$ cat src/rtl/irqfe_pkg.sv
package irqfe_pkg;

    typedef enum logic [3:0] {
        RG_NONE,
        RG_EN_SET,
        RG_EN_CLR,
        RG_PD_SET,
        RG_PD_CLR,
        RG_ACT,
        RG_PRIO,
        RG_HPRI,
        RG_TRIG
    } region_e;

    localparam int unsigned EXT_BASE   = 16;
    localparam int unsigned BM_WORDS   = 16;
    localparam int unsigned PRIO_SLOTS = 496;
    localparam int unsigned HP_COUNT   = 12;

    localparam logic [9:0] W_PRIO0 = 10'h100;
    localparam logic [9:0] W_HP0   = 10'h346;
    localparam logic [9:0] W_TRIG  = 10'h3C0;

endpackage

$ cat src/rtl/irqfe_decode.sv
module irqfe_decode
    import irqfe_pkg::*;
(
    input  logic [9:0] waddr,
    input  logic       is_write,
    input  logic       is_user,
    input  logic       user_pend_ok,
    output region_e    region,
    output logic       deny
);

    always_comb begin
        region = RG_NONE;
        if (waddr inside {[10'h040:10'h04F]})      region = RG_EN_SET;
        else if (waddr inside {[10'h060:10'h06F]}) region = RG_EN_CLR;
        else if (waddr inside {[10'h080:10'h08F]}) region = RG_PD_SET;
        else if (waddr inside {[10'h0A0:10'h0AF]}) region = RG_PD_CLR;
        else if (waddr inside {[10'h0C0:10'h0CF]}) region = RG_ACT;
        else if (waddr inside {[10'h100:10'h17B]}) region = RG_PRIO;
        else if (waddr inside {[10'h346:10'h348]}) region = RG_HPRI;
        else if (waddr == W_TRIG)                  region = RG_TRIG;
    end

    // Only a trigger write with the user-pend enable escapes the privilege check
    always_comb begin
        deny = is_user && !(region == RG_TRIG && is_write && user_pend_ok);
    end

endmodule

$ cat src/rtl/irqfe_bank.sv
module irqfe_bank
    import irqfe_pkg::*;
#(
    parameter int unsigned NUM_IRQ = 32
) (
    input  logic                 clk,
    input  logic                 rst_n,
    input  logic                 wr_go,
    input  region_e              region,
    input  logic [9:0]           waddr,
    input  logic [3:0]           be,
    input  logic [31:0]          wdata,
    output logic [31:0]          rdata,
    output logic [NUM_IRQ-1:0]   en_vec,
    output logic [NUM_IRQ-1:0]   pend_vec,
    output logic [NUM_IRQ*8-1:0] prio_flat
);

    localparam int unsigned PAD_BITS = BM_WORDS * 32;
    localparam logic [9:0]  NUM_W    = 10'(NUM_IRQ);

    logic [31:0] lane_mask;
    logic [31:0] bit_mask;
    logic [3:0]  bm_word;
    logic [6:0]  prio_word;
    logic [1:0]  hp_word;
    logic        trig_ok;

    assign lane_mask = {{8{be[3]}}, {8{be[2]}}, {8{be[1]}}, {8{be[0]}}};
    assign bit_mask  = wdata & lane_mask;
    assign bm_word   = waddr[3:0];
    assign prio_word = 7'(waddr - W_PRIO0);
    assign hp_word   = 2'(waddr - W_HP0);
    assign trig_ok   = wr_go && (region == RG_TRIG) && (be == 4'hF) &&
                       ({1'b0, wdata[8:0]} < NUM_W);

    // Per-interrupt state
    for (genvar gi = 0; gi < NUM_IRQ; gi++) begin : g_irq
        localparam logic [3:0] WSEL = 4'(gi / 32);
        localparam int         BSEL = gi % 32;
        localparam logic [6:0] PSEL = 7'(gi / 4);
        localparam int         LSEL = gi % 4;

        logic       en_r;
        logic       pend_r;
        logic [7:0] prio_r;
        logic       bm_hit;

        assign bm_hit = wr_go && (bm_word == WSEL) && bit_mask[BSEL];

        always_ff @(posedge clk or negedge rst_n) begin
            if (!rst_n) begin
                en_r   <= 1'b0;
                pend_r <= 1'b0;
                prio_r <= 8'h00;
            end else begin
                if (bm_hit && region == RG_EN_SET)
                    en_r <= 1'b1;
                else if (bm_hit && region == RG_EN_CLR)
                    en_r <= 1'b0;

                if ((bm_hit && region == RG_PD_SET) ||
                    (trig_ok && wdata[8:0] == 9'(gi)))
                    pend_r <= 1'b1;
                else if (bm_hit && region == RG_PD_CLR)
                    pend_r <= 1'b0;

                if (wr_go && region == RG_PRIO && prio_word == PSEL && be[LSEL])
                    prio_r <= wdata[8*LSEL +: 8];
            end
        end

        assign en_vec[gi]          = en_r;
        assign pend_vec[gi]        = pend_r;
        assign prio_flat[8*gi +: 8] = prio_r;
    end

    // Handler priority bytes, handlers 4..15
    logic [7:0] hp_pad [16];

    for (genvar gk = 0; gk < 16; gk++) begin : g_hp
        if (gk < HP_COUNT) begin : g_impl
            localparam logic [1:0] HSEL = 2'(gk / 4);
            localparam int         HL   = gk % 4;
            logic [7:0] hp_r;
            always_ff @(posedge clk or negedge rst_n) begin
                if (!rst_n)
                    hp_r <= 8'h00;
                else if (wr_go && region == RG_HPRI && hp_word == HSEL && be[HL])
                    hp_r <= wdata[8*HL +: 8];
            end
            assign hp_pad[gk] = hp_r;
        end else begin : g_none
            assign hp_pad[gk] = 8'h00;
        end
    end

    // Read-side padding to the full architectural window
    logic [PAD_BITS-1:0] en_pad;
    logic [PAD_BITS-1:0] pend_pad;
    logic [7:0]          prio_pad [PRIO_SLOTS];

    always_comb begin
        en_pad                = '0;
        pend_pad              = '0;
        en_pad[NUM_IRQ-1:0]   = en_vec;
        pend_pad[NUM_IRQ-1:0] = pend_vec;
    end

    for (genvar gp = 0; gp < PRIO_SLOTS; gp++) begin : g_ppad
        if (gp < NUM_IRQ) begin : g_impl
            assign prio_pad[gp] = prio_flat[8*gp +: 8];
        end else begin : g_none
            assign prio_pad[gp] = 8'h00;
        end
    end

    always_comb begin
        rdata = '0;
        unique case (region)
            RG_EN_SET, RG_EN_CLR: rdata = en_pad[{bm_word, 5'd0} +: 32];
            RG_PD_SET, RG_PD_CLR: rdata = pend_pad[{bm_word, 5'd0} +: 32];
            RG_PRIO: begin
                for (int l = 0; l < 4; l++)
                    rdata[8*l +: 8] = prio_pad[{prio_word, 2'(l)}];
            end
            RG_HPRI: begin
                for (int l = 0; l < 4; l++)
                    rdata[8*l +: 8] = hp_pad[{hp_word, 2'(l)}];
            end
            default: rdata = '0;
        endcase
    end

endmodule

$ cat src/rtl/irqfe_arbiter.sv
module irqfe_arbiter #(
    parameter int unsigned NUM_IRQ = 32
) (
    input  logic [NUM_IRQ-1:0]   en_vec,
    input  logic [NUM_IRQ-1:0]   pend_vec,
    input  logic [NUM_IRQ*8-1:0] prio_flat,
    output logic                 found,
    output logic [9:0]           exc_num,
    output logic [7:0]           exc_prio
);

    localparam int unsigned IDX_W = (NUM_IRQ > 1) ? $clog2(NUM_IRQ) : 1;

    logic [IDX_W-1:0] win;
    logic [7:0]       win_prio;

    // Ascending scan with strict compare: equal priorities keep the lower index
    always_comb begin
        found    = 1'b0;
        win      = '0;
        win_prio = 8'hFF;
        for (int i = 0; i < NUM_IRQ; i++) begin
            if (en_vec[i] && pend_vec[i] &&
                (!found || prio_flat[8*i +: 8] < win_prio)) begin
                found    = 1'b1;
                win      = IDX_W'(i);
                win_prio = prio_flat[8*i +: 8];
            end
        end
    end

    assign exc_num  = found ? (10'(win) + 10'd16) : 10'd0;
    assign exc_prio = found ? win_prio : 8'h00;

endmodule

$ cat src/rtl/irqfe_execprio.sv
module irqfe_execprio (
    input  logic              faultmask,
    input  logic              primask,
    input  logic [7:0]        basepri,
    input  logic [2:0]        prio_group,
    output logic signed [9:0] exec_prio
);

    logic [3:0] shamt;
    logic [7:0] gmask;

    assign shamt = {1'b0, prio_group} + 4'd1;
    assign gmask = 8'hFF << shamt;

    always_comb begin
        if (faultmask)
            exec_prio = -10'sd1;
        else if (primask)
            exec_prio = 10'sd0;
        else if (basepri != 8'h00)
            exec_prio = $signed({2'b00, basepri & gmask});
        else
            exec_prio = 10'sd256;
    end

endmodule

$ cat src/rtl/irq_reg_frontend.sv
module irq_reg_frontend
    import irqfe_pkg::*;
#(
    parameter int unsigned NUM_IRQ = 32
) (
    input  logic              clk,
    input  logic              rst_n,
    input  logic              req_valid,
    input  logic              req_write,
    input  logic              req_user,
    input  logic [9:0]        req_waddr,
    input  logic [3:0]        req_be,
    input  logic [31:0]       req_wdata,
    input  logic              cfg_user_pend,
    input  logic              faultmask,
    input  logic              primask,
    input  logic [7:0]        basepri,
    input  logic [2:0]        prio_group,
    output logic              rsp_valid,
    output logic              rsp_err,
    output logic [31:0]       rsp_rdata,
    output logic signed [9:0] exec_prio,
    output logic              best_valid,
    output logic [9:0]        best_exc,
    output logic [7:0]        best_prio
);

    region_e              region;
    logic                 deny;
    logic                 wr_go;
    logic [31:0]          rd_word;
    logic [NUM_IRQ-1:0]   en_vec;
    logic [NUM_IRQ-1:0]   pend_vec;
    logic [NUM_IRQ*8-1:0] prio_flat;

    irqfe_decode i_decode (
        .waddr        (req_waddr),
        .is_write     (req_write),
        .is_user      (req_user),
        .user_pend_ok (cfg_user_pend),
        .region       (region),
        .deny         (deny)
    );

    assign wr_go = req_valid && req_write && !deny;

    irqfe_bank #(.NUM_IRQ(NUM_IRQ)) i_bank (
        .clk       (clk),
        .rst_n     (rst_n),
        .wr_go     (wr_go),
        .region    (region),
        .waddr     (req_waddr),
        .be        (req_be),
        .wdata     (req_wdata),
        .rdata     (rd_word),
        .en_vec    (en_vec),
        .pend_vec  (pend_vec),
        .prio_flat (prio_flat)
    );

    irqfe_arbiter #(.NUM_IRQ(NUM_IRQ)) i_arb (
        .en_vec    (en_vec),
        .pend_vec  (pend_vec),
        .prio_flat (prio_flat),
        .found     (best_valid),
        .exc_num   (best_exc),
        .exc_prio  (best_prio)
    );

    irqfe_execprio i_exec (
        .faultmask  (faultmask),
        .primask    (primask),
        .basepri    (basepri),
        .prio_group (prio_group),
        .exec_prio  (exec_prio)
    );

    always_ff @(posedge clk or negedge rst_n) begin
        if (!rst_n) begin
            rsp_valid <= 1'b0;
            rsp_err   <= 1'b0;
            rsp_rdata <= '0;
        end else begin
            rsp_valid <= req_valid;
            rsp_err   <= req_valid && deny;
            rsp_rdata <= (req_valid && !req_write && !deny) ? rd_word : 32'h0;
        end
    end

endmodule

$ cat config.mk
export PLATFORM = sky130hd
export DESIGN_NAME = irq_reg_frontend
export DESIGN_NICKNAME = d
export VERILOG_FILES = /design/src/rtl/irqfe_pkg.sv /design/src/rtl/irqfe_decode.sv /design/src/rtl/irqfe_bank.sv /design/src/rtl/irqfe_arbiter.sv /design/src/rtl/irqfe_execprio.sv /design/src/rtl/irq_reg_frontend.sv
export SDC_FILE = /design/constraint.sdc
export NUM_CORES = 1
export LEC_CHECK = 0
export BUFFER_PORTS_ARGS = -buffer_cell sky130_fd_sc_hd__buf_2
export CAP_MARGIN = 30
export CORE_MARGIN = 2
export CORE_UTILIZATION = 45
export CTS_CLUSTER_DIAMETER = 150
export DETAILED_ROUTE_END_ITERATION = 8
export PLACE_DENSITY = 0.65
export SLEW_MARGIN = 10
export SYNTH_ARGS = -nofsm -noshare
export SYNTH_HDL_FRONTEND = slang
export SYNTH_SLANG_ARGS = --single-unit
$ cat constraint.sdc
create_clock -name clk -period 171.7 [get_ports clk]
set_input_delay 0 -clock clk [delete_from_list [all_inputs] [get_ports clk]]
set_output_delay 0 -clock clk [all_outputs]
set_load 0.03 [all_outputs]
After elaboration in Yosys (flattened, before gate mapping)
Index checks and enable logic that the tools add are counted.
{"block": "word_totals", "ff_bits": 450, "latchBits": 0, "ramBits": 0, "rom_bits": 0, "out_inout_bits": 63, "elab_cells": 992, "n_memories": 0}
{"block": "op_classes", "n_addsub": 4, "mul": 0, "div_mod_pow": 0, "n_lt_le_gt_ge": 54, "eq_ne": 49, "shift": 3, "mux": 262, "bitwise_logic": 10, "reduce_logical": 499}
{"cell": "indexed part select 512 x 10 -> 32 bit", "n": 2}
{"cell": "two-way mux 8 bit", "n": 49}
{"cell": "logical AND 1 bit", "n": 331}
{"cell": "binary-select mux 8 bit (select 9 bit)", "n": 4}
{"cell": "less-than comparator 8 bit", "n": 31}
{"cell": "two-way mux 1 bit", "n": 161}
{"cell": "== test 9 x 5 -> 1 bit, second input constant", "n": 16}
{"cell": "binary-select mux 8 bit (select 4 bit)", "n": 4}
{"cell": "one-hot mux 32 bit (4 select lines)", "n": 1}
{"cell": "nonzero test 2 bit", "n": 64}
{"cell": "two-way mux 5 bit", "n": 16}
{"cell": "== test 9 x 4 -> 1 bit, second input constant", "n": 8}
{"cell": "two-way mux 4 bit", "n": 16}
{"cell": "logical OR 1 bit", "n": 63}
{"cell": ">= comparator 10 bit, second input constant", "n": 5}
{"cell": "NOT 9 -> 10 bit", "n": 4}
{"cell": "== test 9 x 3 -> 1 bit, second input constant", "n": 4}
{"cell": "logical NOT 1 bit", "n": 34}
{"cell": "AND 32 bit", "n": 1}
{"cell": "two-way mux 32 bit", "n": 1}
{"cell": ">= comparator 10 x 8 -> 1 bit, second input constant", "n": 3}
{"cell": "less-or-equal comparator 10 x 8 -> 1 bit, second input constant", "n": 3}
{"cell": "two-way mux 10 bit", "n": 3}
{"cell": "== test 7 x 3 -> 1 bit, second input constant", "n": 4}
{"cell": "34 further kinds", "n": 53}

Depth between registers and ports, before layout
Gate-level depths: netlist of run 1.
{"block": "depth", "ltp_word": 128, "depth_mapped": 359}

Hierarchy
From an unflattened synthesis of run 1, not the netlist that was laid out.
{"block": "unflattened", "cells_unflattened": 3641, "area_unflattened_um2": 35333.9}
{"module": "irqfe_bank", "n_inst": 1, "cells_each": 1647, "area_each_um2": 21131.5}
{"module": "irqfe_arbiter", "n_inst": 1, "cells_each": 1863, "area_each_um2": 12513.3}
{"module": "irq_reg_frontend", "n_inst": 1, "cells_each": 77, "area_each_um2": 1308.8}
{"module": "irqfe_execprio", "n_inst": 1, "cells_each": 32, "area_each_um2": 225.2}
{"module": "irqfe_decode", "n_inst": 1, "cells_each": 22, "area_each_um2": 155.1}

Worst setup path after synthesis of run 1
OpenSTA, ideal clock, no wires.
{"block": "synth_path", "kind": "register to output", "startpoint": "reg i_bank.g_irq[0].en_r", "endpoint": "out best_prio[1]", "t_arrival_ns": 60.048, "required_time_ns": 171.700, "slack_ns": 111.652, "path_stages_with_launch": 338, "path_cell_list": "dfrtp_1 -> nand2_1 -> nor2_1 -> ha_1 -> a21o_1 -> a211o_1 -> o22a_1 -> nand2_1 -> clkbuf_1 -> nand2_1 -> o21ai_0 -> inv_1 -> ha_1 -> and4_2 -> nand3_1 -> or4b_1 -> a221o_1 -> and2_1 -> [302 not listed] -> inv_1 -> ha_1 -> a21o_1 -> a21o_2 -> a21oi_1 -> o211ai_1 -> a21o_4 -> buf_6 -> mux2i_1 -> ha_1 -> a21o_1 -> a21o_1 -> a21oi_1 -> o21bai_1 -> a21oi_1 -> or2_1 -> buf_6 -> o31ai_1"}
{"block": "synth_via", "elab_chain_cells": 127, "word_cells_on_any_way": 190, "classes_between": "order compare (31); mux (65); reduce/logical (94)"}
{"element": "start, declared", "line": "irqfe_bank.sv:44", "source": "logic en_r;"}
{"element": "start signal, assigned", "line": "irqfe_bank.sv:53", "source": "en_r <= 1'b0;"}
{"element": "start signal, assigned", "line": "irqfe_bank.sv:58", "source": "en_r <= 1'b1;"}
{"element": "start signal, assigned", "line": "irqfe_bank.sv:60", "source": "en_r <= 1'b0;"}
{"element": "logical AND 1 bit *", "line": "irqfe_arbiter.sv:23", "source": "if (en_vec[i] && pend_vec[i] &&"}
{"element": "two-way mux 8 bit / two-way mux 1 bit (equally long branches)", "line": "irqfe_arbiter.sv:23"}
{"element": "less-than comparator 8 bit / logical NOT 1 bit (equally long branches)", "line": "irqfe_arbiter.sv:24", "source": "(!found || prio_flat[8*i +: 8] < win_prio)) begin"}
{"element": "logical OR 1 bit", "line": "irqfe_arbiter.sv:24"}
{"element": "logical AND 1 bit", "line": "irqfe_arbiter.sv:23"}
{"element": "two-way mux 8 bit / two-way mux 1 bit (equally long branches)", "line": "irqfe_arbiter.sv:23"}
{"element": "less-than comparator 8 bit / logical NOT 1 bit (equally long branches)", "line": "irqfe_arbiter.sv:24"}
{"element": "logical OR 1 bit", "line": "irqfe_arbiter.sv:24"}
{"element": "[111 not listed]"}
{"element": "logical OR 1 bit", "line": "irqfe_arbiter.sv:24"}
{"element": "logical AND 1 bit", "line": "irqfe_arbiter.sv:23"}
{"element": "two-way mux 8 bit / two-way mux 1 bit (equally long branches)", "line": "irqfe_arbiter.sv:23"}
{"element": "less-than comparator 8 bit / logical NOT 1 bit (equally long branches)", "line": "irqfe_arbiter.sv:24"}
{"element": "logical OR 1 bit", "line": "irqfe_arbiter.sv:24"}
{"element": "logical AND 1 bit", "line": "irqfe_arbiter.sv:23"}
{"element": "two-way mux 8 bit / two-way mux 1 bit (equally long branches)", "line": "irqfe_arbiter.sv:23"}
{"element": "two-way mux 8 bit *", "line": "irqfe_arbiter.sv:33", "source": "assign exc_prio = found ? win_prio : 8'h00;"}
{"element": "end, declared", "line": "irq_reg_frontend.sv:25", "source": "output logic [7:0] best_prio"}
Every way passes the cells marked *; elsewhere a longest branch is shown, timed or not.

Final worst setup path of run 1
{"block": "layout_path", "startpoint": "reg i_bank.g_irq[0].pend_r", "endpoint": "out best_prio[5]"}
{"block": "layout_via", "elab_chain_cells": 127, "word_cells_on_any_way": 190, "classes_between": "order compare (31); mux (65); reduce/logical (94)"}
{"element": "start, declared", "line": "irqfe_bank.sv:45", "source": "logic pend_r;"}
{"element": "start signal, assigned", "line": "irqfe_bank.sv:54", "source": "pend_r <= 1'b0;"}
{"element": "start signal, assigned", "line": "irqfe_bank.sv:64", "source": "pend_r <= 1'b1;"}
{"element": "start signal, assigned", "line": "irqfe_bank.sv:66", "source": "pend_r <= 1'b0;"}
{"element": "logical AND 1 bit *", "line": "irqfe_arbiter.sv:23"}
{"element": "two-way mux 8 bit / two-way mux 1 bit (equally long branches)", "line": "irqfe_arbiter.sv:23"}
{"element": "less-than comparator 8 bit / logical NOT 1 bit (equally long branches)", "line": "irqfe_arbiter.sv:24"}
{"element": "logical OR 1 bit", "line": "irqfe_arbiter.sv:24"}
{"element": "logical AND 1 bit", "line": "irqfe_arbiter.sv:23"}
{"element": "two-way mux 8 bit / two-way mux 1 bit (equally long branches)", "line": "irqfe_arbiter.sv:23"}
{"element": "less-than comparator 8 bit / logical NOT 1 bit (equally long branches)", "line": "irqfe_arbiter.sv:24"}
{"element": "logical OR 1 bit", "line": "irqfe_arbiter.sv:24"}
{"element": "[111 not listed]"}
{"element": "logical OR 1 bit", "line": "irqfe_arbiter.sv:24"}
{"element": "logical AND 1 bit", "line": "irqfe_arbiter.sv:23"}
{"element": "two-way mux 8 bit / two-way mux 1 bit (equally long branches)", "line": "irqfe_arbiter.sv:23"}
{"element": "less-than comparator 8 bit / logical NOT 1 bit (equally long branches)", "line": "irqfe_arbiter.sv:24"}
{"element": "logical OR 1 bit", "line": "irqfe_arbiter.sv:24"}
{"element": "logical AND 1 bit", "line": "irqfe_arbiter.sv:23"}
{"element": "two-way mux 8 bit / two-way mux 1 bit (equally long branches)", "line": "irqfe_arbiter.sv:23"}
{"element": "two-way mux 8 bit *", "line": "irqfe_arbiter.sv:33"}
Marked as above.

==> run summary, run 1 <==
Slew Limit Fails: 0
Static Leak: 18.2 nW
cell area after layout: 36300 um2
Cell Area, Synth: 33000 um2
fin crit period: 69.56 ns
Buffers & Inverters on Critical Path: 28
Port Buffer Count: 123
largest net degree at the start of global routing: 169
Die ar.: 75500 um2
worst setup margin: 102.14 ns
Die Y: 275 um
Reg2Reg Depth: 5
grt ovf: 0
GP Congestion: 1.06
first-pass GRT wire length: 180000 um
CP top delay family: compound AO/OA/AOI/OAI gates
RSZ-0062 raised after global routing: false
CP required: 171.70 ns
total of max-cap violations: 0
Psw: 58.6 uW
clock power share: 0.501
cell-internal power: 181 uW
Clock transition at path regs: 0.07 ns
YS warnings: 0
via count of the first global-routing pass: 26800
DR vias/cell: 6.47
Worst path max stage delay: 0.90 ns
final WL: 124000 um
Die X: 275 um
status: finished, violations left
GRT Total Usage: 0.323
Worst VDD drop: 0.00752 mV
Sw Ratio: 0.245
Place WS: 104.09 ns
Worst setup EP type: output port
area of the multi-input gates: 20200 um2
endpoints failing hold: 3
Setup-failing EPs final: 0
clk_lat worst skew: 0.63 ns
Post-synth EDFFs: 0
core footprint: 72800 um2
period utilization: 0.405
root buf cell: clkbuf_16
Synth Register Bits: 450
H-tree depth: 2
initial antenna violation count: 4
Mapped Cells: 3380
Yosys cell types: 154
cts repair resizes: 0
CTS tree: done
DR iter-0 viols: 3443
Worst path depth: 314
f_max: 14.4 MHz
number of fill cells in the layout: 6752
Top FF cell, synth: dfrtp_1
Fin Setup TNS: 0 ns
failing checks: hold timing
HPWL after detailed placement: 92800 um
total number of vias: 28700
Pwr per Cell Area: 6.59 nW/um2
TritonCTS Buffers: 52
layout cells sized above 1: 0.235
power share of the combinational group: 0.052
# IOs: 128
Fin Clk Skew: 0.0187 ns
worst hold path type: input port to async pin
worst-margin pin slew: 1.07 ns
post-DR wirelength/cell: 27.9 um
CP max FO: 26
Startpoint Class: flip-flop
DR pass1 iterations: 5
Detail Route Antenna Nets: 0
maximum clock insertion buffer count: 3
Starting Density: 0.453
Area after DPL: 34100 um2
sequential power share: 0.446
Core Rows: 99
synthesis-to-finish area growth: 9.86%
register area: 11300 um2
Min Hold Slack: -0.0387 ns
CP most frequent cell: a21oi_1
Clock Sinks: 450
Max-slew headroom: 0.278
DRC viols: 0
sequential-to-total area share from yosys stat: 0.341
Post-synth ARST share: 1.00
CP max stage cell: a311oi_2
worst setup path category: flip-flop to output port
total power: 239 uW
CP arrival: 69.56 ns
Avg Inst Size Synth: 9.76 um2
nets: 3669
-- sequential cells by signal, summed over array words and instances, names as in the netlist --
register / cells
i_bank.g_irq.pend_r: 32
i_bank.g_irq.en_r: 32
i_bank.g_irq.prio_r: 256
i_bank.g_hp.g_impl.hp_r: 96
rsp_rdata: 32
rsp_err: 1
rsp_valid: 1
-- synthesized netlist by cell type, types with 8 or more instances --
master	instances	share of area
a211o_1	8	0.0021
a211oi_1	28	0.0064
a21boi_0	13	0.0030
a21o_1	63	0.014
a21oi_1	186	0.028
a31o_2	11	0.0029
a31oi_1	25	0.0047
and2_1	26	0.0049
and3_1	11	0.0021
buf_1	11	0.0013
buf_4	21	0.0048
buf_6	18	0.0061
clkbuf_1	111	0.013
dfrtp_1	450	0.34
ha_1	163	0.062
inv_1	170	0.019
maj3_1	12	0.0036
mux2_2	380	0.13
mux2i_1	149	0.045
mux4_2	64	0.044
nand2_1	341	0.039
nand2b_1	22	0.0042
nand3_1	50	0.0076
nand4_1	36	0.0068
nor2_1	214	0.024
nor2b_1	19	0.0036
nor3_1	28	0.0042
nor4_1	11	0.0021
o2111ai_1	9	0.0024
o211ai_1	23	0.0052
o21a_1	18	0.0041
o21ai_0	292	0.044
o21ai_1	8	0.0012
o21bai_1	11	0.0025
o221ai_1	34	0.0090
o22ai_1	31	0.0059
o31ai_1	11	0.0025
or2_2	17	0.0032
or3_1	15	0.0028
xnor2_1	11	0.0029
-- area by class of cell --
class,instances,area share
Timing Repair Buffer,181,0.0321
Sequential cell,450,0.311
Tap cell,959,0.0331
Inverter,170,0.0176
Clock buffer,69,0.0407
Multi-Input combinational cell,2586,0.556
Antenna cell,1,0.0000690
Clock inverter,24,0.00970
-- metal layers --
| metal | vias up | track usage | wire length [um] |
|---|---|---|---|
| met3 | 268 | 0.0710 | 13600 |
| met5 | - | 0 | 0 |
| met4 | 0 | 0.129 | 5580 |
| met2 | 1523 | 0.474 | 52000 |
| met1 | 14300 | 0.461 | 52400 |
| li1 | 12700 | - | - |
-- power by group through the flow --
stage	combinational (mW)	sequential [mW]	clock, mW
2_1_floorplan	0.00500	0.108	0
3_3_place_gp	0.0117	0.109	0
3_5_place_dp	0.0117	0.109	0
4_1_cts	0.0123	0.107	0.121
5_1_grt	0.0132	0.107	0.125
6_report	0.0125	0.107	0.120
-- placed cells by master, fill, tap and decap left out, types with 15 or more instances in the layout --
cell type	n
dfrtp_1	450
mux2_2	380
nand2_1	340
o21ai_0	292
nor2_1	214
a21oi_1	186
inv_1	170
ha_1	163
mux2i_1	149
buf_2	121
mux4_2	64
a21o_1	63
clkbuf_16	52
nand3_1	50
nand4_1	36
o221ai_1	34
dlygate4sd3_1	33
o22ai_1	31
a211oi_1	28
nor3_1	27
and2_1	26
a31oi_1	25
buf_4	24
o211ai_1	23
nand2b_1	21
nor2b_1	19
o21a_1	18
or2_2	17
or3_1	15
-- repair_timing --
action,in CTS,in global routing
hold endpoints to repair,293,0
hold buffers,33,0
setup buffers,0,0
-- path summary, 6_finish.rpt --
path / slack (ns) / to / start
worst max-delay path: 102.14 / best_prio[5] / i_bank.g_irq[0].pend_r$_DFFE_PN0P_
max in group asynchronous: 169.58 / i_bank.g_irq[4].prio_r[0]$_DFFE_PN0P_ / rst_n
worst max register to register: 169.48 / rsp_rdata[18]$_DFF_PN0_ / i_bank.g_irq[18].prio_r[2]$_DFFE_PN0P_
worst min register to register: 0.49 / i_bank.g_hp[8].g_impl.hp_r[4]$_DFFE_PN0P_ / i_bank.g_hp[8].g_impl.hp_r[4]$_DFFE_PN0P_
worst min-delay path: -0.04 / i_bank.g_irq[22].prio_r[2]$_DFFE_PN0P_ / rst_n
min in group clk: 0.03 / rsp_rdata[26]$_DFF_PN0_ / req_waddr[0]
-- worst reg2reg max path, stage by stage (launching register included) --
cell     delay [ns]
dfrtp_1        0.60
mux4_2         0.63
mux2i_1        0.43
o22ai_1        0.18
a21oi_1        0.18
nor2_1         0.06
-- per-stage QoR --
stage               std cells  utilization
finish                   4440        0.498
global route             4439        0.498
CTS                      4436        0.497
detailed placement       4310        0.468
global placement         4309        0.468
floorplan                3383            -
-- logic make-up after synthesis --
logic type / share of synthesized area
buffers and inverters: 0.0484
AND/OR/NAND/NOR: 0.124
other: 0.000114
adder cells (fa/ha/maj): 0.0658
AO/OA/AOI/OAI: 0.192
multiplexers: 0.224
XOR/XNOR: 0.00451
flip-flops: 0.341
No activity file was read; power rests on OpenSTA's default activity.
==> run 2: changes to the inputs <==
--- a/config.mk
+++ b/config.mk
@@ -11,7 +11,7 @@
 export CORE_UTILIZATION = 45
 export CTS_CLUSTER_DIAMETER = 150
 export DETAILED_ROUTE_END_ITERATION = 8
-export PLACE_DENSITY = 0.65
+export PLACE_DENSITY = 0.67
 export SLEW_MARGIN = 10
 export SYNTH_ARGS = -nofsm -noshare
 export SYNTH_HDL_FRONTEND = slang
==> constraint.sdc (replaced) <==
create_clock -name clk -period 60 [get_ports clk]
set_input_delay 0 -clock clk [delete_from_list [all_inputs] [get_ports clk]]
set_output_delay 0 -clock clk [all_outputs]
set_load 0.03 [all_outputs]
==> run 2 against run 1 <==
  * Global-route usage fell by 0.072 points
  * Core utilization rose by 3.1 points
  * Die area unchanged
  * The run still ends with hold timing left
  * Worst setup slack worse by 100 ns
  * Highest routed layer unchanged
  * Wire length grew 2.1%
  * Largest cell class unchanged
  * Critical endpoint is now best_prio[4]
  * First-iteration DRC count is 1.7% higher
  * Clock skew is 0.011 ns higher
  * Non-clock buffer count up 156
  * Via count increased by 4.0%
  * Flip-flop and latch count stayed put
  * Power rose to 2.9 times the previous value
  * Clock power rose to 2.9 times the previous value
  * Critical path type unchanged
==> run summary, run 2 (synthesis gave the netlist of run 1 again) <==
status: finished, violations left
failing checks: hold timing
Setup-failing EPs final: 0
final WL: 126000 um
DR iter-0 viols: 3500
worst-margin pin slew: 1.02 ns
fin crit period: 57.57 ns
CP most frequent cell: a21o_1
Place WS: -2.69 ns
placed cells: 4355
Buffers & Inverters on Critical Path: 40
Die ar.: 75500 um2
CP max stage cell: or4b_4
HPWL after detailed placement: 92300 um
Clock Sinks: 450
Starting Density: 0.453
core footprint: 72800 um2
synthesis-to-finish area growth: 16.7%
Startpoint Class: flip-flop
Slew Limit Fails: 0
via count of the first global-routing pass: 27100
Pwr per Cell Area: 17.9 nW/um2
Regs by FF count: i_bank.g_irq.prio_r: 256 flops, i_bank.g_hp.g_impl.hp_r: 96 flops
CP startpoint: i_bank.g_irq[0].en_r$_DFFE_PN0P_
FF-to-FF setup slack: 57.83 ns
Min Hold Slack: -0.0256 ns
largest net degree at the start of global routing: 180
commonest non-fill, non-tap cells in the layout: 450 x dfrtp_1, 377 x mux2_2, 328 x nand2_1
Port Buffer Count: 123
CP required: 60.00 ns
worst setup path category: flip-flop to output port
CP max FO: 11
Core Rows: 99
f_max: 17.4 MHz
endpoints failing hold: 3
Die X: 275 um
H-tree depth: 2
register name with the most flops: i_bank.g_irq.prio_r
post-DR wirelength/cell: 27.4 um
Static Leak: 19.2 nW
DRC viols: 0
nets: 3835
Worst path max stage delay: 0.58 ns
Die Y: 275 um
# IOs: 128
GP Congestion: 1.04
first-pass GRT wire length: 181000 um
Worst setup EP type: output port
DR pass1 iterations: 6
Clock transition at path regs: 0.07 ns
number of flip-flops in the largest register: 256
clk_lat worst skew: 0.63 ns
Detail Route Antenna Nets: 0
worst setup margin: 2.43 ns
TritonCTS Buffers: 53
CTS tree: done
DR vias/cell: 6.48
r2r startpoint: i_bank.g_irq[18].prio_r[1]$_DFFE_PN0P_
Max-slew headroom: 0.321
CP top delay family: compound AO/OA/AOI/OAI gates
grt ovf: 0
GRT Total Usage: 0.322
Fin Clk Skew: 0.0295 ns
root buf cell: clkbuf_16
layout cells sized above 1: 0.310
worst hold path type: input port to async pin
initial antenna violation count: 3
maximum clock insertion buffer count: 3
Finished Layout Cells: 4610
most common cell after layout, fill and taps aside: dfrtp_1
fin util: 0.529
CP arrival: 57.57 ns
Worst VDD drop: 0.0208 mV
period utilization: 0.960
total of max-cap violations: 0
total number of vias: 29900
==> run 2: cell count changes in the layout (fill, tap and decap cells not counted), moves of 8 or more <==
cell	previous run	this run
nand2_2	1	15
nor2_2	0	16
nand2_1	340	328
o21ai_1	8	25
a21oi_2	2	36
o21ai_2	1	19
buf_6	1	10
o21ai_0	292	256
mux2i_1	149	141
a21oi_1	186	146
nor2_1	214	196
buf_4	24	167
==> run 2: cell type report <==
type | instances | area, um2
fill | 6510 | 34300
antenna | 1 | 2.50
sequential | 450 | 11300
inverter | 170 | 638
clock buffer | 75 | 1590
clock inverter | 23 | 294
timing repair buffer | 337 | 2390
tap | 959 | 1200
multi-input combinational | 2595 | 21100
==> run 2: worst paths after layout <==
| check | end | cells past startpoint |
|---|---|---|
| min | rsp_rdata[21]$_DFF_PN0_ | 2 |
| max | best_prio[4] | 319 |
| min in group clk | i_bank.g_irq[0].en_r$_DFFE_PN0P_ | 3 |
| min reg2reg | i_bank.g_hp[4].g_impl.hp_r[4]$_DFFE_PN0P_ | 2 |
| max reg2reg | rsp_rdata[17]$_DFF_PN0_ | 5 |
| max in group asynchronous | i_bank.g_irq[13].prio_r[7]$_DFFE_PN0P_ | 3 |
==> run 2: worst register-to-register path: stages (launching register included) <==
cell and delay, ns:
dfrtp_1 0.55, mux4_2 0.56, mux2i_1 0.48, o22ai_1 0.19
a21oi_1 0.21, nor2_1 0.05
==> run 2: where the power goes <==
group / switching (mW) / internal (mW)
registers: 0.00119 / 0.304
logic: 0.0273 / 0.00890
clock network: 0.140 / 0.207
total: 0.169 / 0.520
==> run 2: what timing repair did <==
action / in CTS / in global routing
setup buffers: 13 / 97
pin swaps: 7 / 83
hold buffers: 35 / 0
cloned: 0 / 10
setup endpoints to repair: 14 / 14
gates resized for setup: 34 / 219
endpoints found under the hold margin: 291 / 0
==> run 2: routing by layer <==
layer | part of all wire | vias up | wire [um] | GRT usage
met5 | 0 | - | 0 | 0
met4 | 0.046 | 0 | 5790 | 0.124
met3 | 0.12 | 278 | 15100 | 0.0747
met2 | 0.42 | 1795 | 53600 | 0.474
met1 | 0.41 | 14800 | 51800 | 0.459
li1 | - | 13000 | - | -
==> run 2: through the flow <==
stage               total power [mW]  area (um2)  TNS, ns
floorplan                      0.325       33000        0
global placement               0.344       34400   -24.03
detailed placement             0.344       34400   -36.49
global route                   0.705       38500    -8.51
CTS                            0.689       36900        0
finish                         0.689       38500        0
